--- config.mk ---
export PLATFORM = sky130hd
export DESIGN_NAME = bridge_irq_ctrl
export DESIGN_NICKNAME = d
export VERILOG_FILES = /design/src/rtl/bridge_irq_pkg.sv /design/src/rtl/bridge_evt_cell.sv /design/src/rtl/bridge_reg_map.sv /design/src/rtl/bridge_irq_router.sv /design/src/rtl/bridge_irq_ctrl.sv
export SDC_FILE = /design/constraint.sdc
export NUM_CORES = 1
export LEC_CHECK = 0
export BUFFER_PORTS_ARGS = -buffer_cell sky130_fd_sc_hd__buf_4
export CAP_MARGIN = 20
export CORE_ASPECT_RATIO = 0.5
export CORE_MARGIN = 10
export CORE_UTILIZATION = 40
export CTS_CLUSTER_SIZE = 8
export DETAILED_ROUTE_END_ITERATION = 6
export PLACE_DENSITY_LB_ADDON = 0.2
export SETUP_SLACK_MARGIN = 0.05
export SYNTH_ARGS = -nofsm -noshare
export SYNTH_HDL_FRONTEND = slang
export SYNTH_SLANG_ARGS = --single-unit
--- constraint.sdc ---
create_clock -name clk -period 1.5 [get_ports clk]
set_clock_uncertainty 0.2 [all_clocks]
set_input_delay 0.3 -clock clk [delete_from_list [all_inputs] [get_ports clk]]
set_output_delay 0.3 -clock clk [all_outputs]
set_load 0.05 [all_outputs]
--- src/rtl/bridge_irq_pkg.sv ---
package bridge_irq_pkg;
    localparam int NUM_EVT    = 10;
    localparam int NUM_USB    = 2;
    localparam int NUM_LINES  = 3;
    localparam int REG_W      = 32;
    localparam int USB_EN_OFS = 8;
    localparam int USB_ST_OFS = 0;
    localparam int AUD_EN_OFS = 22;
    localparam int AUD_ST_OFS = 14;

    typedef struct packed {
        logic [NUM_EVT-1:0] en;
        logic [NUM_EVT-1:0] st;
    } ctl_t;

    function automatic int en_pos(input int n);
        return (n < NUM_USB) ? n + USB_EN_OFS : n + AUD_EN_OFS;
    endfunction

    function automatic int st_pos(input int n);
        return (n < NUM_USB) ? n + USB_ST_OFS : n + AUD_ST_OFS;
    endfunction

    // 0: USB address error, 1: all-done kinds, 2: half-done kinds
    function automatic int line_of(input int n);
        if (n == 1) return 0;
        if (n == 0) return 1;
        return (n % 2 == 0) ? 1 : 2;
    endfunction
endpackage

--- src/rtl/bridge_evt_cell.sv ---
module bridge_evt_cell (
    input  logic wr,
    input  logic wen_bit,
    input  logic wst_bit,
    input  logic pulse,
    input  logic en_q,
    input  logic st_q,
    output logic en_d,
    output logic st_d,
    output logic pending
);
    logic ack;

    always_comb begin
        ack     = wr & ~wst_bit;
        en_d    = wr ? wen_bit : en_q;
        // a pulse in the same cycle as an acknowledge keeps the flag set
        st_d    = pulse | (st_q & ~ack);
        pending = st_q & en_q;
    end
endmodule

--- src/rtl/bridge_reg_map.sv ---
module bridge_reg_map
    import bridge_irq_pkg::*;
(
    input  ctl_t               ctl,
    input  logic [REG_W-1:0]   wdata,
    output logic [REG_W-1:0]   rdata,
    output logic [NUM_EVT-1:0] wen,
    output logic [NUM_EVT-1:0] wst
);
    always_comb begin
        rdata = '0;
        for (int n = 0; n < NUM_EVT; n++) begin
            rdata[en_pos(n)] = ctl.en[n];
            rdata[st_pos(n)] = ctl.st[n];
            wen[n]           = wdata[en_pos(n)];
            wst[n]           = wdata[st_pos(n)];
        end
    end
endmodule

--- src/rtl/bridge_irq_router.sv ---
module bridge_irq_router
    import bridge_irq_pkg::*;
(
    input  logic                 clk,
    input  logic                 rst_n,
    input  logic [NUM_EVT-1:0]   pending,
    output logic [NUM_LINES-1:0] irq_q
);
    logic [NUM_LINES-1:0] irq_d;

    always_comb begin
        irq_d = '0;
        for (int n = 0; n < NUM_EVT; n++) begin
            irq_d[line_of(n)] = irq_d[line_of(n)] | pending[n];
        end
    end

    always_ff @(posedge clk or negedge rst_n) begin
        if (!rst_n) irq_q <= '0;
        else        irq_q <= irq_d;
    end
endmodule

--- src/rtl/bridge_irq_ctrl.sv ---
module bridge_irq_ctrl
    import bridge_irq_pkg::*;
(
    input  logic                 clk,
    input  logic                 rst_n,
    input  logic [NUM_EVT-1:0]   evt_pulse,
    input  logic                 reg_wr,
    input  logic [REG_W-1:0]     reg_wdata,
    output logic [REG_W-1:0]     reg_rdata,
    output logic [NUM_LINES-1:0] irq_line
);
    ctl_t               ctl_q, ctl_d;
    logic [NUM_EVT-1:0] wen, wst, nxt_en, nxt_st, pending;

    bridge_reg_map u_map (
        .ctl   (ctl_q),
        .wdata (reg_wdata),
        .rdata (reg_rdata),
        .wen   (wen),
        .wst   (wst)
    );

    for (genvar n = 0; n < NUM_EVT; n++) begin : g_cell
        bridge_evt_cell u_cell (
            .wr      (reg_wr),
            .wen_bit (wen[n]),
            .wst_bit (wst[n]),
            .pulse   (evt_pulse[n]),
            .en_q    (ctl_q.en[n]),
            .st_q    (ctl_q.st[n]),
            .en_d    (nxt_en[n]),
            .st_d    (nxt_st[n]),
            .pending (pending[n])
        );
    end

    always_comb begin
        ctl_d.en = nxt_en;
        ctl_d.st = nxt_st;
    end

    always_ff @(posedge clk or negedge rst_n) begin
        if (!rst_n) ctl_q <= '0;
        else        ctl_q <= ctl_d;
    end

    bridge_irq_router u_router (
        .clk     (clk),
        .rst_n   (rst_n),
        .pending (pending),
        .irq_q   (irq_line)
    );
endmodule

== Word-level counts from Yosys, hierarchy flattened ==
Index checks and enable logic that the tools add are counted.
Storage, ports and cells
  flip-flop bits (word level): 23
  bits of input ports: 45
  output and inout port bits: 35
  word-level logic and storage cells: 70
Cells by class
  bitwise gates (word level): 67
Operators by type and width (number)
  1-bit AND: 30
  1-bit NOT: 20
  1-bit bitwise OR: 17

== Logic depth before layout (Yosys ltp) ==
  word-level depth: 5
  gate-level depth with buffers: 3
  depth with buffers taken out: 2

== By module ==
A second synthesis with hierarchy kept.
Second synthesis, totals
  cells, all modules: 120
  area, all modules: 1340.0 um^2
By module, submodules not included
  bridge_irq_ctrl: times used 1, cells each 20, area each 500.5 um^2, sequential area each 500.5 um^2
  bridge_reg_map: times used 1, cells each 53, area each 394.1 um^2, sequential area each 0.0 um^2
  bridge_evt_cell: times used 10, cells each 4, area each 35.0 um^2, sequential area each 0.0 um^2
  bridge_irq_router: times used 1, cells each 7, area each 95.1 um^2, sequential area each 75.1 um^2

== Worst setup path after synthesis ==
No wires, ideal clock.
  path type: reg2out
  start point: register u_router.irq_q[0]
  end point: output port irq_line[0]
  arrival: 0.586 ns
  data required time: 1.000 ns
  slack: 0.414 ns
  stages on the path, launching flop included: 1
  path buffers: 0
  cell sequence: dfrtp_1
RTL lines
  start: declaration: RTL line bridge_irq_router.sv:7  | output logic [NUM_LINES-1:0] irq_q
  start signal: assignment: RTL line bridge_irq_router.sv:20  | else irq_q <= irq_d;
  end: declaration: RTL line bridge_irq_ctrl.sv:10  | output logic [NUM_LINES-1:0] irq_line
No word-level cell between the ends.

== Worst setup path in the final report ==
  start point: register ctl_q[17] (netlist bit)
  end point: output port reg_rdata[29]
RTL lines
  start: declaration: RTL line bridge_irq_ctrl.sv:12  | ctl_t ctl_q, ctl_d;
  start signal: assignment: RTL line bridge_irq_ctrl.sv:44  | else ctl_q <= ctl_d;
  end: declaration: RTL line bridge_irq_ctrl.sv:9  | output logic [REG_W-1:0] reg_rdata,
No word-level cell between the ends.

==> summary.md <==
| Metric | Value |
|---|---|
| Worst path slowest cell | `dfrtp_1` |
| X dimension of the die | `between 90 and 100 um` |
| Vias in the first global route | `779` |
| Depth of the CTS H-tree | `1` |
| Clock slew seen by the registers of the worst setup and hold paths | `0.07 ns` |
| Sequential element share of the synthesized area | `49.1%` |
| Top cells by count, synth | `buf_4 (32), dfrtp_1 (23), a21o_1 (10), mux2_4 (10), nand2b_1 (10)` |
| Layout fillers | `244` |
| Kind of launch point of the worst setup path | `flip-flop` |
| Cell area after placement | `0.00141 sq mm` |
| Maximum number of pins on one net before global-route repair | `24` |
| Largest driver fanout on the critical path | `3` |
| ANT nets after route | `0` |
| Number of setup buffers added after CTS | `0` |
| DRC | `0` |
| Uppermost signal routing layer after detailed routing | `met4` |
| Area of all placed cells without fillers | `0.00148 sq mm` |
| RSZ-0062 raised after global routing | `false` |
| Number of warnings reported in the yosys synthesis log | `0` |
| TritonCTS clock tree | `done` |
| Total number of vias | `roughly 740` |
| Area of the mapped netlist | `around 0.0012 sq mm` |
| Number of instances resized during post-cts repair | `0` |
| Leakage power | `around 0.74 nW` |
| WL per Instance | `roughly 15 um` |
| Number of standard cells after synthesis | `95` |
| Met2 routed wirelength | `1350 um` |
| Average cell area after synthesis | `between 10 and 15 sq um` |
| Path type of the worst setup path | `flip-flop to output pin` |
| RD Place Congestion | `0.681` |
| Cts bufs inserted | `3` |
| Die Area | `0.00563 sq mm` |
| Most area-hungry cell type in the Yosys netlist | `dfrtp_1` |
| Post-route fraction of the period consumed by the critical path | `91.9%` |
| Async set-or-reset flop fraction in the synthesized netlist | `100%` |
| Number of flops mapped to enable cells by yosys | `0` |
| Diode count | `0` |
| Quantity of hold-fixing buffers added after cts | `1` |
| Worst Hold Class | `primary input to flip-flop` |
| Number of primary I/O pins | `80` |
| Core Area | `approximately 0.0027 sq mm` |
| Net count of the finished layout | `179` |
| Cells taking the most area after synthesis | `dfrtp_1 (49%), buf_4 (20%), mux2_4 (13%), a21o_1 (6.4%), nand2b_1 (5.3%)` |
| Status | `completed` |
| Area added between synthesis and finish | `26.1%` |
| Count of final setup violators | `0` |
| Global-route usage over all layers | `8.92%` |
| Initial Utilization | `43.4%` |
| Count of buffering cells on the critical path with inverters included | `1` |
| Later-pin clock latency in the skew report | `approximately 0.26 ns` |
| Clock root buffer | `clkbuf_8` |
| Library cell with the highest instance count after synthesis | `buf_4` |
| Data arrival time of the critical path | `0.88 ns` |
| M1 WL | `881 um` |
| Drt first pass iters | `4` |
| Met3 Wirelength | `314 um` |
| Highest clock frequency the design can meet | `726 MHz` |
| Final Routed Wirelength | `approximately 2600 um` |
| Die height | `58.3 um` |
| Reg2reg setup slack | `about 0.33 ns` |
| Clk sink count | `23` |
| Worst voltage drop across the vdd grid | `approximately 0.41 mV` |
| Maximum count of clock buffers along a single path | `2` |
| Proportion of netlist area held by the largest area contributor | `between 40% and 50%` |
| Count of standard-cell rows | `13` |
| Slowest stage delay, CP | `about 0.42 ns` |
| Distinct cell type count after synthesis | `12` |
| Most used DFF post-synth | `dfrtp_1` |
| Min Clock Period, post-route | `1.38 ns` |
| Remaining Overflow, GRT | `0` |
| First-pass GRT wire length | `3880 um` |
| Critical path data required time | `1.00 ns` |
| Via count normalized by instance count | `~4.3` |
| Iteration-0 DRC count of the detailed router | `15` |
| Share of cells above drive strength 1 | `51.1%` |
| Max-capacitance violation count | `0` |
| Crit. End Element | `output pin` |
| Final-report hold violation count | `0` |
| Register bit count reported by yosys | `23` |
| Setup total negative slack | `0 ns` |
| Number of buffer cells added on primary ports | `55` |
| Final core utilization | `54.8%` |
| Max-slew violation total from the final report | `0` |
| Initial antenna violation count | `0` |
| Cell chain of the critical path | `buf_4` |
| Top Family by Delay on Critical Path | `flip-flops` |
| Power density over the cells | `about 1100 mW/mm^2` |
==> placed cells by master, fill, tap and decap left out <==
cell type / instances
a21o_1: 10
a222oi_1: 1
a22oi_1: 3
and2_1: 1
buf_4: 55
clkbuf_1: 1
clkbuf_8: 3
conb_1: 12
dfrtp_1: 23
dlygate4sd3_1: 2
mux2_4: 10
nand2_1: 2
nand2b_1: 10
==> metrics by stage <==
step / instances / hold slack (ns) / power, mW / setup slack, ns
CTS: 169 / 0.00790 / 1.62 / 0.111
global route: 170 / 0.0000180 / 1.69 / 0.0702
global placement: 164 / 0.0110 / 1.24 / 0.264
finish: 170 / 0.0138 / 1.60 / 0.122
detailed placement: 164 / 0.0102 / 1.25 / 0.260
floorplan: 106 / -0.196 / 1.16 / 0.414
==> worst reg2reg max path: stages (launching register included) <==
cell and delay, ns:
dfrtp_1 0.41, a222oi_1 0.36, nand2_1 0.08
==> worst paths after layout <==
check | from | endpoint | depth (start not counted)
max in group asynchronous | rst_n | ctl_q[6] | 2
min reg2reg | ctl_q[1] | ctl_q[1] | 1
max reg2reg | ctl_q[16] | u_router.irq_q[1] | 2
max | ctl_q[17] | reg_rdata[29] | 1
min | evt_pulse[3] | ctl_q[3] | 2
min in group asynchronous | rst_n | u_router.irq_q[0] | 2
==> report_power, final <==
part | internal, mW | total, mW | switching (mW)
Combinational | 0.189 | 0.522 | 0.333
Clock | 0.189 | 0.365 | 0.176
Sequential | 0.673 | 0.713 | 0.0408
Total | 1.05 | 1.60 | 0.550
==> cell families (layout without fill, tap and decap cells) <==
logic type      Yosys count  count (layout)  synth area share, %
other cells               1              12                0.320
mux                      10              10                 12.8
buf+inv                  34              61                 22.1
flops                    23              23                 49.1
compound gates           14              14                 9.18
simple gates             13              13                 6.51
==> flip-flops by register name (all words and copies together) (netlist names) <==
signal,cells
ctl_q,20
u_router.irq_q,3
==> routing by layer <==
metal	GRT usage, %	vias up
li1	-	347
met5	0	-
met1	8.89	351
met3	4.24	2
met4	3.09	0
met2	16.0	39
==> final cells by class <==
type,count,area [sq um],share of cell area [%]
clock buffer,4,45.0,3.05
multi-input combinational,49,379,25.6
tap,37,46.3,3.13
timing repair buffer,57,433,29.3
sequential,23,576,38.9
No activity file was read; power rests on OpenSTA's default activity.
